[src/rtl/gpio_src_mux.sv]
module gpio_src_mux #(
  parameter int PINS   = 12,
  parameter int STRIDE = 16,
  parameter int AW     = 8,
  parameter int DW     = 32,
  localparam int NP    = 2 * PINS
) (
  input  logic                   clk,
  input  logic                   rst_n,
  input  logic                   bus_we,
  input  logic [AW-1:0]          bus_addr,
  input  logic [DW-1:0]          bus_wdata,
  output logic [DW-1:0]          bus_rdata,
  input  logic [NP-1:0]          ps_out,
  input  logic [NP-1:0]          ps_oe,
  input  logic [NP-1:0]          app_out,
  input  logic [NP-1:0]          app_oe,
  input  logic [3:0][NP-1:0]     rf_out,
  input  logic [3:0][NP-1:0]     rf_oe,
  input  logic [1:0][NP-1:0]     spi_out,
  input  logic [1:0][NP-1:0]     spi_oe,
  input  logic [NP-1:0]          pad_in,
  output logic [NP-1:0]          pad_out,
  output logic [NP-1:0]          pad_oe
);

  localparam logic [AW-1:0] A_OWNER = AW'('h00);
  localparam logic [AW-1:0] A_MEN   = AW'('h04);
  localparam logic [AW-1:0] A_LEVEL = AW'('h08);
  localparam logic [AW-1:0] A_MLVL  = AW'('h0C);
  localparam logic [AW-1:0] A_RADIO = AW'('h10);
  localparam logic [AW-1:0] A_SLOT  = AW'('h14);
  localparam logic [AW-1:0] A_PSEL  = AW'('h18);
  localparam logic [AW-1:0] A_OVR   = AW'('h1C);
  localparam logic [AW-1:0] A_CPU   = AW'('h20);
  localparam logic [AW-1:0] A_CHAN  = AW'('h24);

  function automatic logic [DW-1:0] pack(input logic [NP-1:0] v);
    logic [DW-1:0] r;
    r = '0;
    for (int i = 0; i < NP; i++) r[(i / PINS) * STRIDE + (i % PINS)] = v[i];
    return r;
  endfunction

  localparam logic [DW-1:0] USED = pack({NP{1'b1}});

  logic [DW-1:0] owner, men, mlvl, radio, slot, psel, ovr, cpu, chan;
  logic [NP-1:0] sync1, sync2;

  always_ff @(posedge clk or negedge rst_n) begin
    if (!rst_n) begin
      owner <= '0; men <= '0; mlvl <= '0; radio <= '0; slot <= '0;
      psel  <= '0; ovr <= '0; cpu  <= '0; chan  <= '0;
    end else if (bus_we) begin
      case (bus_addr)
        A_OWNER: owner <= bus_wdata & USED;
        A_MEN:   men   <= bus_wdata & USED;
        A_MLVL:  mlvl  <= bus_wdata & USED;
        A_RADIO: radio <= bus_wdata & USED;
        A_SLOT:  slot  <= bus_wdata & USED;
        A_PSEL:  psel  <= bus_wdata & USED;
        A_OVR:   ovr   <= bus_wdata & USED;
        A_CPU:   cpu   <= bus_wdata & USED;
        A_CHAN:  chan  <= bus_wdata & USED;
        default: ;
      endcase
    end
  end

  always_ff @(posedge clk or negedge rst_n) begin
    if (!rst_n) begin
      sync1 <= '0;
      sync2 <= '0;
    end else begin
      sync1 <= pad_in;
      sync2 <= sync1;
    end
  end

  always_comb begin
    case (bus_addr)
      A_OWNER: bus_rdata = owner;
      A_MEN:   bus_rdata = men;
      A_LEVEL: bus_rdata = pack(sync2);
      A_MLVL:  bus_rdata = mlvl;
      A_RADIO: bus_rdata = radio;
      A_SLOT:  bus_rdata = slot;
      A_PSEL:  bus_rdata = psel;
      A_OVR:   bus_rdata = ovr;
      A_CPU:   bus_rdata = cpu;
      A_CHAN:  bus_rdata = chan;
      default: bus_rdata = '0;
    endcase
  end

  for (genvar i = 0; i < NP; i++) begin : g_pin
    localparam int B = (i / PINS) * STRIDE + (i % PINS);
    logic       o, e;
    logic [1:0] rf_idx;
    assign rf_idx = {slot[B], chan[B]};
    always_comb begin
      if (radio[B]) begin
        if (ovr[B]) begin
          o = spi_out[psel[B]][i];
          e = spi_oe[psel[B]][i];
        end else begin
          o = rf_out[rf_idx][i];
          e = rf_oe[rf_idx][i];
        end
      end else if (owner[B]) begin
        if (cpu[B]) begin
          o = ps_out[i];
          e = ps_oe[i];
        end else begin
          o = mlvl[B];
          e = men[B];
        end
      end else begin
        o = app_out[i];
        e = app_oe[i];
      end
    end
    assign pad_out[i] = o;
    assign pad_oe[i]  = e;
  end

endmodule

[config.mk]
export PLATFORM = sky130hd
export DESIGN_NAME = gpio_src_mux
export DESIGN_NICKNAME = d
export VERILOG_FILES = /design/src/rtl/gpio_src_mux.sv
export SDC_FILE = /design/constraint.sdc
export NUM_CORES = 1
export LEC_CHECK = 0
export ABC_AREA = 1
export ABC_CLOCK_PERIOD_IN_PS = 2000
export BUFFER_PORTS_ARGS = -buffer_cell sky130_fd_sc_hd__buf_2
export CORE_UTILIZATION = 30
export CTS_CLUSTER_SIZE = 8
export DETAILED_ROUTE_END_ITERATION = 16
export PLACE_DENSITY = 0.61
export SYNTH_ARGS = -nofsm -noshare
export SYNTH_HDL_FRONTEND = slang
export SYNTH_SLANG_ARGS = --single-unit
[constraint.sdc]
create_clock -name clk -period 2 [get_ports clk]
set_input_delay 0.2 -clock clk [delete_from_list [all_inputs] [get_ports clk]]
set_output_delay 0.2 -clock clk [all_outputs]
set_load 0.01 [all_outputs]
==> impl_metrics.py, run 1 <==
metrics = {
    "flow_run": {
        "drv_cap": 0,
    },
    "yosys": {
        "syn_inst": 2259,
        "syn_area_per_cell_um2": 6.94,
        "yosysUniqueCellTypes": 20,
        "yosysWarnings": 0,
        "synth-seq-area-share_pct": 42.1,
        "netlist_area_um2": 15700,
        "ys_seq_elements": 264,
    },
    "placement": {
        "dpl.cell_count": 3366,
        "gp_congestion": 0.885,
        "portBuffers": 514,
        "placed_area_um2": 18900,
        "hpwlAfterDp_um": 42100,
    },
    "global_route": {
        "grt_pass1_vias": 16100,
        "grt_max_degree": 56,
        "grt_pass1_wl_um": 88600,
        "antenna_found_initial": 5,
        "track_usage_pct": 21.5,
        "grt.overflow.total": 0,
    },
    "timing": {
        "worst_slew_pin_slew_ns": 0.506,
        "slew_viol_final": 0,
        "fmax_ghz": 0.508,
        "worst_hold_slack_ns": 0.0473,
        "setup-violations-final": 0,
        "rsz0062_at_grt": "true",
        "finClkSkew_ns": 0.00475,
        "min_period_over_period_pct": 98.4,
        "fin_crit_ns": 1.97,
        "max-slew-margin-rel_pct": 66.3,
        "finalHoldViolations": 0,
    },
    "die": {
        "dieArea_um2": 53200,
        "die_w_um": 231,
        "rows": 83,
        "ioPinCount": 531,
        "die-height_um": 231,
        "start_util_pct": 30.5,
        "core_um2": 51500,
    },
    "critical_path": {
        "required_ns": 1.80,
        "cp_slowest_cell": "dfrtp_2",
        "crit_chain": "buf_6, nand2_2, nand3_2, nand3_4, nand3_2, o21ai_2, inv_1, buf_6",
        "cp_max_fo": 4,
        "cp.arrival_ns": 1.77,
        "cp.buffers_inverters": 3,
        "cp-end-kind": "primary output",
        "crit_path_start_kind": "flop",
        "cp_top_family": "flip-flops",
        "slowest_delay_ns": 0.46,
        "worstSetupPathType": "flop to primary output",
    },
    "layout": {
        "nNetsFinal": 3211,
        "fin_util_pct": 39.7,
        "layoutNonFillerInstCount": 3444,
        "drive_gt1_share_pct": 25.2,
        "area_growth_pct": 30.4,
        "finalInstanceArea_um2": 20500,
    },
    "clocking": {
        "cts.sinks": 264,
        "cts_buffers": 39,
        "clock_latency_ns": 0.53,
        "root_buffer": "clkbuf_16",
        "path_clk_slew_ns": 0.05,
        "htreeDepth": 2,
        "cts_tree": "yes",
        "cts.path.max_buffers": 3,
    },
    "hold_path": {
        "hold_class": "input pin to flop",
    },
    "pwr": {
        "vdd_drop_max_mv": 0.496,
        "total_leakage_power_nw": 9.98,
        "power_density_nw_per_um2": 663,
    },
    "route": {
        "dr.pass1.iters": 5,
        "ant_nets": 0,
        "route.detailed.drc": 0,
        "via_per_inst": 4.86,
        "num_vias": 16700,
        "drt_iter0_markers": 1120,
        "wl_um": 58400,
        "wl_per_cell_um": 17.0,
    },
    "run_status": {
        "status": "completed",
    },
}
## what timing repair did
| action | 4_1_cts | 5_1_grt |
|---|---|---|
| setup buffers | 5 | 2 |
| pin swaps | 5 | 10 |
| resized for setup | 22 | 62 |
| endpoints found under the setup margin | 5 | 40 |
| hold buffers | 26 | 0 |
| endpoints found under the hold margin | 68 | 0 |
## routing by layer
layer	GRT usage (%)	share of wire [%]	up-vias	wire length (um)
met2	37.8	49	585	28600
li1	-	-	8337	-
met4	7.62	2.8	8	1640
met1	26.4	42	7704	24600
met5	0	0.094	-	55
met3	3.69	6.0	108	3490
## metrics by stage
stage / setup TNS (ns) / power [mW] / setup slack (ns)
after floorplan: 0 / 6.75 / 0.664
after global placement: 0 / 7.62 / 0.275
after detailed placement: 0 / 7.64 / 0.262
after CTS: -0.00533 / 13.7 / -0.00533
after global routing: -0.134 / 14.2 / -0.0515
final: 0 / 13.6 / 0.0321
## report_power, final
part | total [mW] | internal [mW] | switching [mW]
Sequential | 5.92 | 5.61 | 0.303
Clock | 5.92 | 3.62 | 2.30
Combinational | 1.73 | 0.770 | 0.957
## cell usage after synthesis (all sizes together)
master | n | area (um^2)
conb | 1 | 3.75
nand3 | 451 | 2260
inv | 265 | 995
o22ai | 14 | 87.6
dfrtp | 264 | 6610
clkbuf | 27 | 101
o211ai | 40 | 300
nand2 | 530 | 2000
buf | 119 | 803
o21ai | 355 | 1780
clkinv | 1 | 3.75
nor2 | 192 | 756
## tightest hold or removal path, delay by kind of cell
| family | cells | cell delay, ns |
|---|---|---|
| buffers and inverters | 2 | 0.19 |
| AO/OA/AOI/OAI | 1 | 0.15 |
## path summary, 6_finish.rpt
kind	from	endpoint	slack, ns	cells after the start
min reg2reg	sync1[21]$_DFF_PN0_	sync2[21]$_DFF_PN0_	0.34	0
min in group asynchronous	rst_n	owner[8]$_DFFE_PN0P_	0.21	2
max reg2reg	chan[9]$_DFFE_PN0P_	chan[9]$_DFFE_PN0P_	1.05	4
min	bus_wdata[21]	slot[21]$_DFFE_PN0P_	0.05	3
max in group asynchronous	rst_n	chan[24]$_DFFE_PN0P_	1.07	3
max	chan[9]$_DFFE_PN0P_	pad_out[9]	0.03	8
## area by class of cell
type,instances,area (um^2)
diodes,1,2.50
well taps,680,851
multi-input cells,1590,7410
clock buffers,43,1040
fillers,5523,31100
repair buffers,599,3500
inverters,266,1000
flip-flops and latches,264,6640
clock inverters,1,7.51
## kinds of logic (layout without fill, tap and decap cells)
| kind of cell | Yosys count | after routing | share of synthesized area [%] |
|---|---|---|---|
| AO/OA/AOI/OAI | 409 | 409 | 13.8 |
| AND/OR/NAND/NOR | 1173 | 1173 | 31.9 |
| flip-flops | 264 | 264 | 42.1 |
| other | 1 | 9 | 0.0239 |
| buffers and inverters | 412 | 909 | 12.1 |
## layout by cell type (no fill, tap or decap)
cell             n
nor2_4           6
buf_12          15
nor2_1         185
nand3_1        428
buf_2          510
buf_4           41
nand2_2          5
o21ai_0        250
inv_1          247
diode_2          1
nand2_1        525
clkinvlp_4       1
clkbuf_1         1
inv_4            1
o21ai_1        102
clkinv_1         1
inv_2           17
buf_6            6
nand3_4          8
buf_8            1
dfrtp_1        241
nand3_2         15
dfrtp_2         23
o211ai_1        40
o21ai_2          3
o22ai_1         14
conb_1           8
clkbuf_16       41
dlygate4sd3_1   26
nor2_2           1
clkbuf_8         1
Power figures use the tool's default switching activity.
==> inputs of run 2 (changes only) <==
Settings changed: ABC_CLOCK_PERIOD_IN_PS 2000 to 2500, REMOVE_ABC_BUFFERS from default to 1.
Clock period 2 ns to 2.5 ns, I/O delays scaled along.
==> run 2 against run 1 <==
  * Sequential cell count did not move
  * Clock-buffer cell count did not move
  * Register-to-register slack improved by 0.65 ns
  * Via count fell by 0.35%
==> impl_metrics.py, run 2 (same netlist as run 1, synthesis figures left out) <==
metrics = {
    "clocking": {
        "cts_tree": "yes",
        "path_clk_slew_ns": 0.05,
        "cts.path.max_buffers": 3,
        "htreeDepth": 2,
        "cts_resized": 0,
        "clock_latency_ns": 0.54,
        "cts.sinks": 264,
        "root_buffer": "clkbuf_16",
        "cts_buffers": 39,
    },
    "layout": {
        "layout_common_cells": "526 x nand2_1, 513 x buf_2, 444 x nand3_1",
        "layout_commonest_cell": "nand2_1",
        "area_growth_pct": 27.6,
        "register_area_um2": 6610,
        "finalInstanceArea_um2": 20000,
        "fillers": 5525,
        "drive_gt1_share_pct": 22.4,
        "multi_input_area_um2": 7250,
        "layoutNonFillerInstCount": 3422,
        "nNetsFinal": 3186,
    },
    "route": {
        "num_vias": 16700,
        "route.detailed.drc": 0,
        "dr.pass1.iters": 6,
        "wl_per_cell_um": 16.2,
        "wl_um": 55300,
        "drt_iter0_markers": 1252,
        "via_per_inst": 4.88,
        "ant_nets": 0,
    },
    "timing": {
        "fmax_ghz": 0.461,
        "fin_ws_ns": 0.333,
        "worst_slew_pin_slew_ns": 0.715,
        "setup-violations-final": 0,
        "max-slew-margin-rel_pct": 52.3,
        "fin_crit_ns": 2.17,
        "finClkSkew_ns": 0.0119,
        "rsz0062_at_grt": "false",
        "slew_viol_final": 0,
        "min_period_over_period_pct": 86.7,
        "finalHoldViolations": 0,
    },
    "pwr": {
        "power.share.sequential_pct": 43.8,
        "sw_frac_of_total_pct": 26.3,
        "p_comb_share_pct": 12.1,
        "total_leakage_power_nw": 9.84,
        "internal_power_mw": 7.95,
        "power.clock.fraction_pct": 44.1,
        "p_sw_mw": 2.84,
        "power_density_nw_per_um2": 539,
        "vdd_drop_max_mv": 0.364,
    },
    "global_route": {
        "grt_pass1_vias": 16000,
        "grt_pass1_wl_um": 86200,
        "grt_max_degree": 67,
        "track_usage_pct": 20.5,
        "antenna_found_initial": 5,
        "grt.overflow.total": 0,
    },
    "placement": {
        "preCtsSetupSlack_ns": 0.487,
        "gp_congestion": 0.837,
        "placed_area_um2": 18700,
        "dpl.cell_count": 3349,
        "portBuffers": 514,
        "hpwlAfterDp_um": 39000,
    },
    "critical_path": {
        "worstSetupPathType": "flop to primary output",
        "required_ns": 2.25,
        "crit_path_start_kind": "flop",
        "cp.arrival_ns": 1.92,
        "cp_max_fo": 7,
        "cp-end-kind": "primary output",
    },
    "die": {
        "die-height_um": 231,
        "start_util_pct": 30.5,
        "dieArea_um2": 53200,
        "die_w_um": 231,
        "core_um2": 51500,
        "ioPinCount": 531,
        "rows": 83,
    },
    "hold_path": {
        "hold_class": "input pin to flop",
    },
    "flow_run": {
        "drv_cap": 0,
    },
    "run_status": {
        "status": "completed",
    },
}
==> run 2: cell types whose count changed in the layout (fill, tap and decap cells not counted), moves of 11 or more <==
cell	previous run	this run
buf_4	41	23
inv_2	17	2
nand3_1	428	444
o21ai_0	250	261
dfrtp_2	23	0
dfrtp_1	241	264
inv_1	247	263
==> run 2: repair_timing <==
action,CTS,global route
hold buffers,25,0
setup buffers,0,0
hold endpoints to repair,80,0
==> run 2: worst paths after layout <==
kind	endpoint	from	cells past startpoint	slack, ns
setup / recovery	pad_oe[21]	chan[25]$_DFFE_PN0P_	9	0.33
hold / removal	psel[24]$_DFFE_PN0P_	bus_wdata[24]	3	0.09
setup reg to reg	chan[25]$_DFFE_PN0P_	chan[25]$_DFFE_PN0P_	2	1.70
hold reg to reg	sync2[3]$_DFF_PN0_	sync1[3]$_DFF_PN0_	0	0.34
max in group asynchronous	radio[23]$_DFFE_PN0P_	rst_n	3	1.45
min in group asynchronous	sync1[10]$_DFF_PN0_	rst_n	2	0.25
==> run 2: power by group through the flow <==
stage | Sequential [mW] | Clock, mW | Combinational [mW]
after floorplan | 4.71 | 0 | 0.599
after global placement | 4.79 | 0 | 1.28
after detailed placement | 4.79 | 0 | 1.29
after CTS | 4.72 | 4.90 | 1.33
after global routing | 4.76 | 5.08 | 1.50
final | 4.73 | 4.76 | 1.31
==> run 2: final cells by class <==
class                           count  area share [%]
Multi-Input combinational cell   1590            36.2
Sequential cell                   264            33.0
Timing Repair Buffer              574            16.2
Clock buffer                       43            5.16
Inverter                          266            4.99
Tap cell                          680            4.25
Clock inverter                      3           0.150
Antenna cell                        2          0.0250
==> run 2: critical path, stage by stage (launching register included) <==
cell     delay, ns
dfrtp_1       0.50
inv_1         0.13
nand2_1       0.08
nand3_1       0.06
nand3_1       0.09
nand3_1       0.09
o21ai_0       0.09
buf_4         0.16
inv_1         0.05
buf_2         0.13
==> run 2: per-layer routing <==
metal  vias up  wire [um]  track usage [%]
li1       8289          -                -
met1      7653      24600             27.1
met5         -         49                0
met3       113       3870             3.77
met4         8       1430             7.00
met2       621      25400             33.6
==> run 2: per-stage QoR <==
step	hold WS (ns)	power [mW]	utilization, %	TNS [ns]
final	0.0912	10.8	38.9	0
after global routing	0.0921	11.3	38.9	0
after CTS	0.0542	11.0	38.9	0
after detailed placement	0.244	6.08	36.3	0
after global placement	0.244	6.07	36.3	0
after floorplan	-0.0456	5.31	-	-60.58
==> inputs of run 3 (changes only) <==
Settings changed: ABC_AREA 1 to default, CORE_AREA from default to 2 2 207 209, CORE_UTILIZATION 30 to default, DIE_AREA from default to 0 0 209 211, PLACE_DENSITY 0.61 to 0.7.
==> run 3 against run 2 <==
  * Sequential power barely moved
  * Critical path type is now input pin to primary output
  * Worst hold slack got worse by 0.011 ns
  * Clock skew up 0.0023 ns
  * Clock-buffer cell count down 4
  * Critical path depth decreased by 1
  * Via count fell by 23%
  * Critical endpoint is now bus_rdata[19]
  * Register-to-register slack got worse by 0.10 ns
  * Sequential share of layout area up 0.80 points
==> impl_metrics.py, run 3 <==
metrics = {
    "run_status": {
        "status": "completed",
    },
    "critical_path": {
        "cp-end-kind": "primary output",
        "r2r-end": "chan[25]$_DFFE_PN0P_",
        "required_ns": 2.25,
        "ff2ff_setup_slack_ns": 1.60,
        "worstSetupPathType": "input pin to primary output",
        "ff2ff_path_depth": 1,
        "cp_max_fo": 9,
        "crit_path_start_kind": "input pin",
        "cp.arrival_ns": 2.10,
        "timing.rr.start": "chan[25]$_DFFE_PN0P_",
    },
    "clocking": {
        "cts.path.max_buffers": 3,
        "post_cts.repair.setup_buffers": 0,
        "cts_buffers": 38,
        "cts.sinks": 264,
        "cts_tree": "yes",
        "cts_resized": 0,
        "path_clk_slew_ns": 0.06,
        "cts_hold_buf": 25,
        "root_buffer": "clkbuf_16",
        "htreeDepth": 2,
        "clock_latency_ns": 0.52,
    },
    "die": {
        "die_w_um": 209,
        "start_util_pct": 35.9,
        "dieArea_um2": 44100,
        "core_um2": 41800,
        "rows": 75,
        "die-height_um": 211,
        "ioPinCount": 531,
    },
    "layout": {
        "multi_input_area_um2": 7810,
        "layoutNonFillerInstCount": 2316,
        "nNetsFinal": 2227,
        "area_growth_pct": 30.3,
        "drive_gt1_share_pct": 52.0,
        "layout_commonest_cell": "buf_2",
        "register_area_um2": 6610,
        "finalInstanceArea_um2": 19500,
        "fin_util_pct": 46.8,
        "layout_common_cells": "513 x buf_2, 264 x dfrtp_1, 225 x mux2_2",
        "fillers": 3838,
    },
    "yosys": {
        "yosysUniqueCellTypes": 53,
        "ys.flop_type": "dfrtp_1",
        "synth_area_leaders": "dfrtp_1 44%, mux2_2 17%, mux2i_1 8.7%",
        "netlist_area_um2": 15000,
        "syn_area_per_cell_um2": 12.2,
        "synth_edf_count": 0,
        "yosysTopAreaCell": "dfrtp_1",
        "ys_seq_elements": 264,
        "syn_inst": 1227,
        "yosysWarnings": 0,
        "synthTopCellsByCount": "264 x dfrtp_1, 225 x mux2_2, 131 x mux2i_1",
        "netlist.area_leader.share_pct": 44.1,
        "synth.most_common_cell": "dfrtp_1",
        "async_flop_share_pct": 100,
        "synth-seq-area-share_pct": 44.1,
    },
    "placement": {
        "placed_area_um2": 18300,
        "preCtsSetupSlack_ns": 0.153,
        "hpwlAfterDp_um": 40200,
        "gp_congestion": 0.871,
        "portBuffers": 514,
        "dpl.cell_count": 2250,
    },
    "global_route": {
        "grt_pass1_wl_um": 80200,
        "grt.overflow.total": 0,
        "antenna_found_initial": 7,
        "grt_max_degree": 87,
        "track_usage_pct": 24.2,
        "grt_pass1_vias": 13300,
    },
    "timing": {
        "setup-violations-final": 0,
        "finalSetupTns_ns": 0,
        "rsz0062_at_grt": "false",
        "fmax_ghz": 0.426,
        "finalHoldViolations": 0,
        "min_period_over_period_pct": 93.9,
        "fin_crit_ns": 2.35,
        "fin_ws_ns": 0.152,
        "worst_slew_pin_slew_ns": 0.866,
        "finClkSkew_ns": 0.0142,
        "slew_viol_final": 0,
        "max-slew-margin-rel_pct": 42.2,
    },
    "route": {
        "wl_per_cell_um": 23.5,
        "drt_iter0_markers": 633,
        "via_per_inst": 5.58,
        "num_vias": 12900,
        "ant_nets": 0,
        "dr.pass1.iters": 5,
        "wl_um": 54400,
        "route.detailed.drc": 0,
    },
    "pwr": {
        "power.share.sequential_pct": 44.4,
        "internal_power_mw": 8.02,
        "p_comb_share_pct": 13.9,
        "power.clock.fraction_pct": 41.7,
        "total_leakage_power_nw": 9.13,
        "p_sw_mw": 2.68,
        "vdd_drop_max_mv": 0.402,
        "sw_frac_of_total_pct": 25.1,
        "power_density_nw_per_um2": 547,
    },
    "hold_path": {
        "hold_class": "input pin to flop",
        "holdPathStages": 2,
        "hp-start": "bus_wdata[4]",
        "holdPathEnd": "psel[4]$_DFFE_PN0P_",
    },
    "flow_run": {
        "drv_cap": 0,
    },
}
[run 3: changes by cell type in the layout (fill, tap and decap cells not counted), moves of 40 or more]
cell,previous run,this run
o21ai_0,261,102
mux2_2,0,225
nand2_1,526,109
inv_1,263,0
buf_4,23,63
mux2i_1,0,131
nand3_1,444,7
a22oi_1,0,44
mux4_2,0,52
o21ai_1,94,0
nor2_1,186,15
[run 3: critical path, stage by stage]
cell and delay (ns):
buf_2 0.26, buf_4 0.22, and2_1 0.48, buf_4 0.27
a22oi_1 0.07, o21ai_0 0.25, a211o_1 0.16, buf_2 0.13
[run 3: area by class of cell]
type	instances	share of cell area, %
diodes	1	0.0128
clock buffers	39	4.99
clock inverters	1	0.0448
multi-input cells	862	40.0
flip-flops and latches	264	33.8
well taps	539	3.45
repair buffers	610	17.7
[run 3: metrics by stage]
step | power, mW | hold WS, ns
after floorplan | 5.36 | -0.0456
after global placement | 6.22 | 0.310
after detailed placement | 6.27 | 0.319
after CTS | 10.8 | 0.0545
after global routing | 11.1 | 0.0680
final | 10.7 | 0.0803
[run 3: worst max path at each step]
stage                      from                  to  slack (ns)
finish              bus_addr[2]       bus_rdata[19]        0.15
floorplan           bus_addr[2]  cpu[0]$_DFFE_PN0P_        0.15
global placement    bus_addr[1]       bus_rdata[26]        0.18
global route        bus_addr[1]       bus_rdata[26]        0.06
CTS                 bus_addr[1]       bus_rdata[26]        0.14
detailed placement  bus_addr[2]       bus_rdata[21]        0.15
[run 3: power by group through the flow]
stage	logic, mW	registers [mW]	clock network [mW]
2_1_floorplan	0.639	4.72	0
3_3_place_gp	1.42	4.79	0
3_5_place_dp	1.46	4.81	0
4_1_cts	1.50	4.74	4.57
5_1_grt	1.62	4.78	4.75
6_report	1.49	4.75	4.46
[run 3: routing by layer]
layer  vias to the layer above  wire length, um  global-route usage [%]
li1                       5750                -                       -
met1                      6494            22100                    30.5
met2                       570            27200                    42.0
met3                        94             3640                    4.79
met4                        12             1420                    7.34
met5                         -               82                       0
[run 3: kinds of logic (layout without fill, tap and decap cells)]
| logic type | count (synthesis) | after routing | share of synthesized area [%] |
|---|---|---|---|
| AOI/OAI and AO/OA | 270 | 270 | 12.1 |
| buffers and inverters | 108 | 650 | 4.41 |
| DFF | 264 | 264 | 44.1 |
| muxes | 410 | 410 | 33.6 |
| other | 1 | 9 | 0.0250 |
| and+or+nand+nor | 174 | 174 | 5.78 |
